==> config.mk <==
export PLATFORM = sky130hd
export DESIGN_NAME = ocp_hiccup_ctrl
export DESIGN_NICKNAME = d
export VERILOG_FILES = /design/src/rtl/ocp_hiccup_pkg.sv /design/src/rtl/ocp_trip_count.sv /design/src/rtl/ocp_blank_timer.sv /design/src/rtl/ocp_hiccup_ctrl.sv
export SDC_FILE = /design/constraint.sdc
export NUM_CORES = 1
export LEC_CHECK = 0
export CORE_MARGIN = 2
export CORE_UTILIZATION = 40
export DETAILED_ROUTE_END_ITERATION = 6
export RECOVER_POWER = 50
export SLEW_MARGIN = 0
export SYNTH_ARGS = -nofsm -noshare
export SYNTH_HDL_FRONTEND = slang
export SYNTH_SLANG_ARGS = --single-unit
==> constraint.sdc <==
create_clock -name clk -period 3.9 [get_ports clk]
set_input_delay 0.39 -clock clk [delete_from_list [all_inputs] [get_ports clk]]
set_output_delay 0.39 -clock clk [all_outputs]
set_load 0.02 [all_outputs]
==> src/rtl/ocp_hiccup_pkg.sv <==
package ocp_hiccup_pkg;

    typedef enum logic [1:0] {
        ST_RUN   = 2'd0,
        ST_DRAIN = 2'd1,
        ST_OFF   = 2'd2
    } hic_state_e;

endpackage

==> src/rtl/ocp_trip_count.sv <==
// Counts consecutive qualifying switching cycles (over-current with power-good low).
module ocp_trip_count #(
    parameter int TRIP_CNT = 16
) (
    input  logic clk,
    input  logic rst_n,
    input  logic clr,
    input  logic tick,
    input  logic oc,
    input  logic pgood,
    output logic trip
);
    localparam int CW = $clog2(TRIP_CNT + 1);
    localparam logic [CW-1:0] TOP  = CW'(TRIP_CNT);
    localparam logic [CW-1:0] LAST = CW'(TRIP_CNT - 1);

    typedef struct packed {
        logic [CW-1:0] cnt;
    } cnt_reg_t;

    cnt_reg_t r_d, r_q;
    logic qual;

    always_comb begin
        qual = tick & oc & ~pgood;
        r_d  = r_q;
        if (clr) begin
            r_d.cnt = '0;
        end else if (tick) begin
            if (!qual)
                r_d.cnt = '0;
            else if (r_q.cnt != TOP)
                r_d.cnt = r_q.cnt + 1'b1;
        end
        trip = ~clr & qual & (r_q.cnt >= LAST);
    end

    always_ff @(posedge clk) begin
        if (!rst_n) r_q <= '0;
        else        r_q <= r_d;
    end
endmodule

==> src/rtl/ocp_blank_timer.sv <==
// Measures the all-off interval; done marks its last cycle.
module ocp_blank_timer #(
    parameter int BLANK_CYC = 65536
) (
    input  logic clk,
    input  logic rst_n,
    input  logic run,
    output logic done
);
    localparam int TW = (BLANK_CYC > 1) ? $clog2(BLANK_CYC) : 1;
    localparam logic [TW-1:0] LAST = TW'(BLANK_CYC - 1);

    typedef struct packed {
        logic [TW-1:0] tmr;
    } tmr_reg_t;

    tmr_reg_t r_d, r_q;

    always_comb begin
        r_d = r_q;
        if (!run)
            r_d.tmr = '0;
        else if (r_q.tmr != LAST)
            r_d.tmr = r_q.tmr + 1'b1;
        done = run & (r_q.tmr == LAST);
    end

    always_ff @(posedge clk) begin
        if (!rst_n) r_q <= '0;
        else        r_q <= r_d;
    end
endmodule

==> src/rtl/ocp_hiccup_ctrl.sv <==
module ocp_hiccup_ctrl #(
    parameter int TRIP_CNT  = 16,
    parameter int BLANK_CYC = 65536
) (
    input  logic clk,
    input  logic rst_n,
    input  logic cyc_tick,
    input  logic oc_flag,
    input  logic pgood,
    input  logic uv_flag,
    input  logic zc_flag,
    output logic hs_en,
    output logic ls_en,
    output logic fault,
    output logic restart
);
    import ocp_hiccup_pkg::*;

    typedef struct packed {
        hic_state_e st;
        logic       rst_pls;
    } ctl_reg_t;

    ctl_reg_t r_d, r_q;
    logic trip, blank_done;

    ocp_trip_count #(.TRIP_CNT(TRIP_CNT)) i_trip (
        .clk   (clk),
        .rst_n (rst_n),
        .clr   (r_q.st != ST_RUN),
        .tick  (cyc_tick),
        .oc    (oc_flag),
        .pgood (pgood),
        .trip  (trip)
    );

    ocp_blank_timer #(.BLANK_CYC(BLANK_CYC)) i_blank (
        .clk   (clk),
        .rst_n (rst_n),
        .run   (r_q.st == ST_OFF),
        .done  (blank_done)
    );

    always_comb begin
        r_d         = r_q;
        r_d.rst_pls = 1'b0;
        case (r_q.st)
            ST_RUN: begin
                if (trip || uv_flag) r_d.st = ST_DRAIN;
            end
            ST_DRAIN: begin
                if (zc_flag) r_d.st = ST_OFF;
            end
            ST_OFF: begin
                if (blank_done) begin
                    r_d.st      = ST_RUN;
                    r_d.rst_pls = 1'b1;
                end
            end
            default: r_d.st = ST_RUN;
        endcase
    end

    always_ff @(posedge clk) begin
        if (!rst_n) r_q <= '{st: ST_RUN, rst_pls: 1'b0};
        else        r_q <= r_d;
    end

    assign hs_en   = (r_q.st == ST_RUN);
    assign ls_en   = (r_q.st == ST_DRAIN);
    assign fault   = (r_q.st != ST_RUN);
    assign restart = r_q.rst_pls;
endmodule

# Word level (Yosys, flattened, before mapping)

Cells that the tools add are included.

Flip-flop bits (word level): 24
Logic and storage cells: 37
Output and inout bits: 4

Equality and inequality tests: 9
Reduce and logical (&&, ||, !) cells: 7
Bitwise gates (word level): 8
$add $sub $neg: 2
Multiplexer cells: 6
Order comparisons: 1

Operators with widths:

| operator              | count |
|---|---|
| $add 16x1->16 const B | 1 |
| $eq 16x16->1 const B  | 1 |
| $ne 16x16->1 const B  | 1 |
| $mux 5                | 2 |
| $ne 2x2->1 const B    | 3 |
| $pmux 2 s3            | 1 |
| $add 5x1->5 const B   | 1 |
| $and 1x1->1           | 5 |
| $ge 5x4->1 const B    | 1 |
| $ne 5x5->1 const B    | 1 |
| $mux 2                | 2 |
| $reduce_and 2->1      | 2 |
| $mux 3                | 1 |
| $not 1->1             | 3 |
| $reduce_and 3->1      | 1 |
| $eq 2x1->1 const B    | 1 |
| $eq 2x2->1 const B    | 1 |
| $logic_not 2->1       | 1 |
| $ne 2x1->1 const B    | 1 |
| $reduce_bool 2->1     | 1 |
| $reduce_or 2->1       | 1 |
| $logic_or 1x1->1      | 1 |

# Longest topological paths before layout

Depth in word-level cells: 7
Gate-level depth with buffers: 6

# Hierarchy

A second synthesis with hierarchy kept.

Cell total of the unflattened synthesis: 153
Area, all modules: 1377.6 um^2

Modules (own cells, without submodules):

| module          | times used | area each (um^2) | sequential area each (um^2) | cells an instance |
|---|---|---|---|---|
| ocp_blank_timer | 1          | 880.8            | 320.3                       | 100 |
| ocp_trip_count  | 1          | 359.1            | 100.1                       | 39 |
| ocp_hiccup_ctrl | 1          | 137.6            | 60.1                        | 14 |

# Least setup slack after synthesis

Ideal clock, no wire load.

Path kind: reg-to-reg
From: register i_blank.r_q[2] (netlist bit)
To: register i_blank.r_q[15] (netlist bit)
Setup time: 0.070 ns
Setup slack: 2.377 ns
Cell stages (with the launch flop): 5
Arrival: 1.453 ns
Required time: 3.830 ns
Buffers on the path: 0
Path through: dfxtp_1 > nand3_2 > or4_4 > or3_1 > a21oi_1

Longest elaborated chain between the ends: 1

Ends and longest elaborated chain:

| item                                          | RTL line                                     | RTL |
|---|---|---|
| start: declaration                            | ocp_blank_timer.sv:17                        | `tmr_reg_t r_d, r_q;` |
| start signal: assignment                      | ocp_blank_timer.sv:30                        | `else r_q <= r_d;` |
| $add 16x1->16 or $ne 16x16->1 (tied branches) | ocp_blank_timer.sv:24, ocp_blank_timer.sv:23 |  |

Parallel ways exist; a longest one is shown, timed or not.
A chain may end at the register's enable or synchronous reset.

# Worst setup path in the final report

From: register i_blank.r_q[12] (netlist bit)
To: register i_blank.r_q[6] (netlist bit)

Longest elaborated chain between the ends: 1

Ends and longest elaborated chain:

| item         | RTL line              | RTL |
|---|---|---|
| $ne 16x16->1 | ocp_blank_timer.sv:23 | `else if (r_q.tmr != LAST)` |

Every way passes these cells.

==> impl_metrics.toml <==
[synth]
yosysTopAreaCell = "dfxtp_1"
synthArstFlopShare = 0
synth_top_family_by_area = "simple AND/OR/NAND/NOR gates"
synth_seq_area_share = 0.382
syn_nets = 156
yosys.area_share.simple = 0.327
synthTopCellsByArea = "dfxtp_1 (38%), nor2_1 (4.2%), ha_1 (4.0%)"
synth_edf_count = 0
synthDominantCellAreaShare = 0.382
synth_ff_type = "dfxtp_1"
synth_compound_area_frac = 0.173
synth_xor_xnor_area_share = 0.00697
synth.avg_cell_area_um2 = 8.67
yosys_warnings = 0
ys_seq_elements = 24
synth_most_common_cell = "dfxtp_1"
synth_mux_area_frac = 0.0318
synthAdderAreaFrac = 0.0398
syn-cell-area_mm2 = 0.00126
syn_inst = 145
netlist-cell-type-count = 42
synth_common_cells = "dfxtp_1 (24), nor2_1 (14), inv_1 (11)"

[run_status]
status = "complete, no violations"

[routing]
drtAntennaViolNets = 0
vias_per_cell = 5.46
drt-initial-drc-count = 55
drc = 0
vias = 1097
routedWlPerCell_um = 12.6
routed_wl_um = 2520
dr.pass1.iters = 4

[power]
p_sw_frac = 0.206
combinationalPowerShare = 0.077
clockPowerShare = 0.385
sequentialPowerShare = 0.538
p_sw_w = 0.0000957
ir_worst_vdd_v = 0.000119
p_leak_nw = 0.504
p_per_area_mw_per_mm2 = 322
p_int_w = 0.000369

[clock_network]
numCtsBuffers = 3
cts_tree = "done"
htreeDepth = 1
post_cts_buffers = 0
clock_latency_ps = 320
clockBufferDepth = 2
clock-sinks = 24
cts_resized = 0
cts.root.buffer_cell = "clkbuf_4"
clk_pin_slew_ps = 130
postCtsHoldBufs = 0

[sta]
period_share = 0.519
setup_viol = 0
fin_setup_tns_ps = 0
maxSlewHeadroom = 0.535
clock_skew_ps = 9.71
final_max_slew_viol_count = 0
min_period_ps = 2020
max_freq_mhz = 494
hold_viol = 0
rsz0062_at_grt = "false"
timing.hold.ws_ps = 508
worst_pin_slew_ps = 689

[hold_path]
hold_class = "reg -> reg"
min_from = "i_blank.r_q[11]$_SDFFE_PN0N_"
holdPathStages = 2
whs_endpoint = "i_blank.r_q[11]$_SDFFE_PN0N_"

[cells_and_area]
fillers = 308
antennaDiodeCount = 0
drive_above_1_share = 0.0828
syn2layout_area_growth_pct = 14.8
final_cells = 201
final_nets = 169
final_core_util = 0.477

[critical_path]
end_kind = "flop"
path_class = "reg -> reg"
path_cells = "nand4_1 -> o41ai_1 -> o21ai_0 -> a21oi_1"
reg2reg_depth = 4
critPathMaxStageDelay_ps = 790
cp.arrival_ps = 2280
worstPathMaxFanout = 7
worst-endpoint-required_ps = 4160
timing.rr.start = "i_blank.r_q[12]$_SDFFE_PN0N_"
critPathSlowestCell = "o41ai_1"
critical_path.top_delay_family = "compound AO/OA/AOI/OAI gates"
crit_buf_inv = 0
rrSetupSlack_ps = 1880
worstSetupStartpointType = "flop"
rr_endpoint = "i_blank.r_q[6]$_SDFFE_PN0N_"

[placed_design]
gp_congestion = 0.777
dp_cells = 197
portBuffers = 10
dp_hpwl_um = 1880

[global_routing]
grt_pass1_wl_um = 4400
antenna_found_initial = 0
grt_use_total = 0.160
grt-ovfl-total = 0
first_global_vias = 996
grt_max_degree = 15

[die]
rows = 20
fp.dieArea_mm2 = 0.00361
fp.coreArea_mm2 = 0.00303
boundaryPins = 11
die_y_um = 60.1
die_w_um = 60.1
initial_core_util = 0.415

[job]
cap_violations = 0
==> state kept, by name, summed over array words and instances (netlist names) <==
register,count
i_trip.r_q,5
restart,1
i_blank.r_q,16
r_q,2
==> per-stage QoR <==
| stage | worst slack (ps) | total power, W | instance area [µm²] |
|---|---|---|---|
| 6_report | 1880 | 0.000465 | 1440 |
| 5_1_grt | 1630 | 0.000485 | 1440 |
| 4_1_cts | 1990 | 0.000472 | 1460 |
| 3_5_place_dp | 1840 | 0.000292 | 1410 |
| 3_3_place_gp | 1880 | 0.000291 | 1410 |
| 2_1_floorplan | 2380 | 0.000274 | 1260 |
==> worst reg2reg max path, cell delays in order (launching register included) <==
cell     delay [ps]
dfxtp_1         440
nand4_1         370
o41ai_1         790
o21ai_0         210
a21oi_1         150
==> power by group through the flow <==
stage | clock [W] | sequential (W) | combinational, W
after floorplan | 0 | 0.000255 | 0.0000190
after global placement | 0 | 0.000255 | 0.0000359
after detailed placement | 0 | 0.000256 | 0.0000362
after CTS | 0.000185 | 0.000250 | 0.0000364
after global routing | 0.000194 | 0.000251 | 0.0000394
final | 0.000179 | 0.000250 | 0.0000358
==> area by class of cell <==
class / count / area (µm²) / area share
Multi-Input combinational cell: 108 / 714 / 0.495
Inverter: 11 / 41.3 / 0.0286
Tap cell: 44 / 55.1 / 0.0381
Clock buffer: 3 / 22.5 / 0.0156
Clock inverter: 1 / 30.0 / 0.0208
Timing Repair Buffer: 10 / 100 / 0.0693
Sequential cell: 24 / 480 / 0.333
==> how the worst max path moves through the flow <==
stage	to	cells after the start	startpoint	slack, ps
final	i_blank.r_q[6]$_SDFFE_PN0N_	4	i_blank.r_q[12]$_SDFFE_PN0N_	1880
after global routing	i_blank.r_q[6]$_SDFFE_PN0N_	4	i_blank.r_q[12]$_SDFFE_PN0N_	1630
after CTS	hs_en	2	r_q[2]$_SDFFE_PN0P_	1990
after detailed placement	i_blank.r_q[5]$_SDFFE_PN0N_	5	rst_n	1840
after global placement	i_blank.r_q[5]$_SDFFE_PN0N_	5	rst_n	1880
after floorplan	i_blank.r_q[15]$_SDFFE_PN0N_	4	i_blank.r_q[2]$_SDFFE_PN0N_	2380
==> placed cells by master, fill, tap and decap left out, types with 6 or more instances in the layout <==
cell	count
clkdlybuf4s50_1	8
dfxtp_1	24
or3_1	7
o21ai_0	9
a21oi_1	7
nor2_1	14
inv_1	11
nand3_1	6
nand2_1	8
==> per-layer routing <==
layer | GRT usage | routed length, µm
met1 | 0.210 | 1210
met3 | 0.0195 | 35
met5 | 0 | 0
met2 | 0.264 | 1230
met4 | 0.0667 | 47
==> logic make-up after synthesis <==
logic type               count (synthesis)
AND/OR/NAND/NOR                         66
AO/OA/AOI/OAI                           33
flip-flops                              24
buffers and inverters                   13
multiplexers                             4
adder cells (fa/ha/maj)                  4
XOR/XNOR                                 1
(Power assumes the default switching activity.)
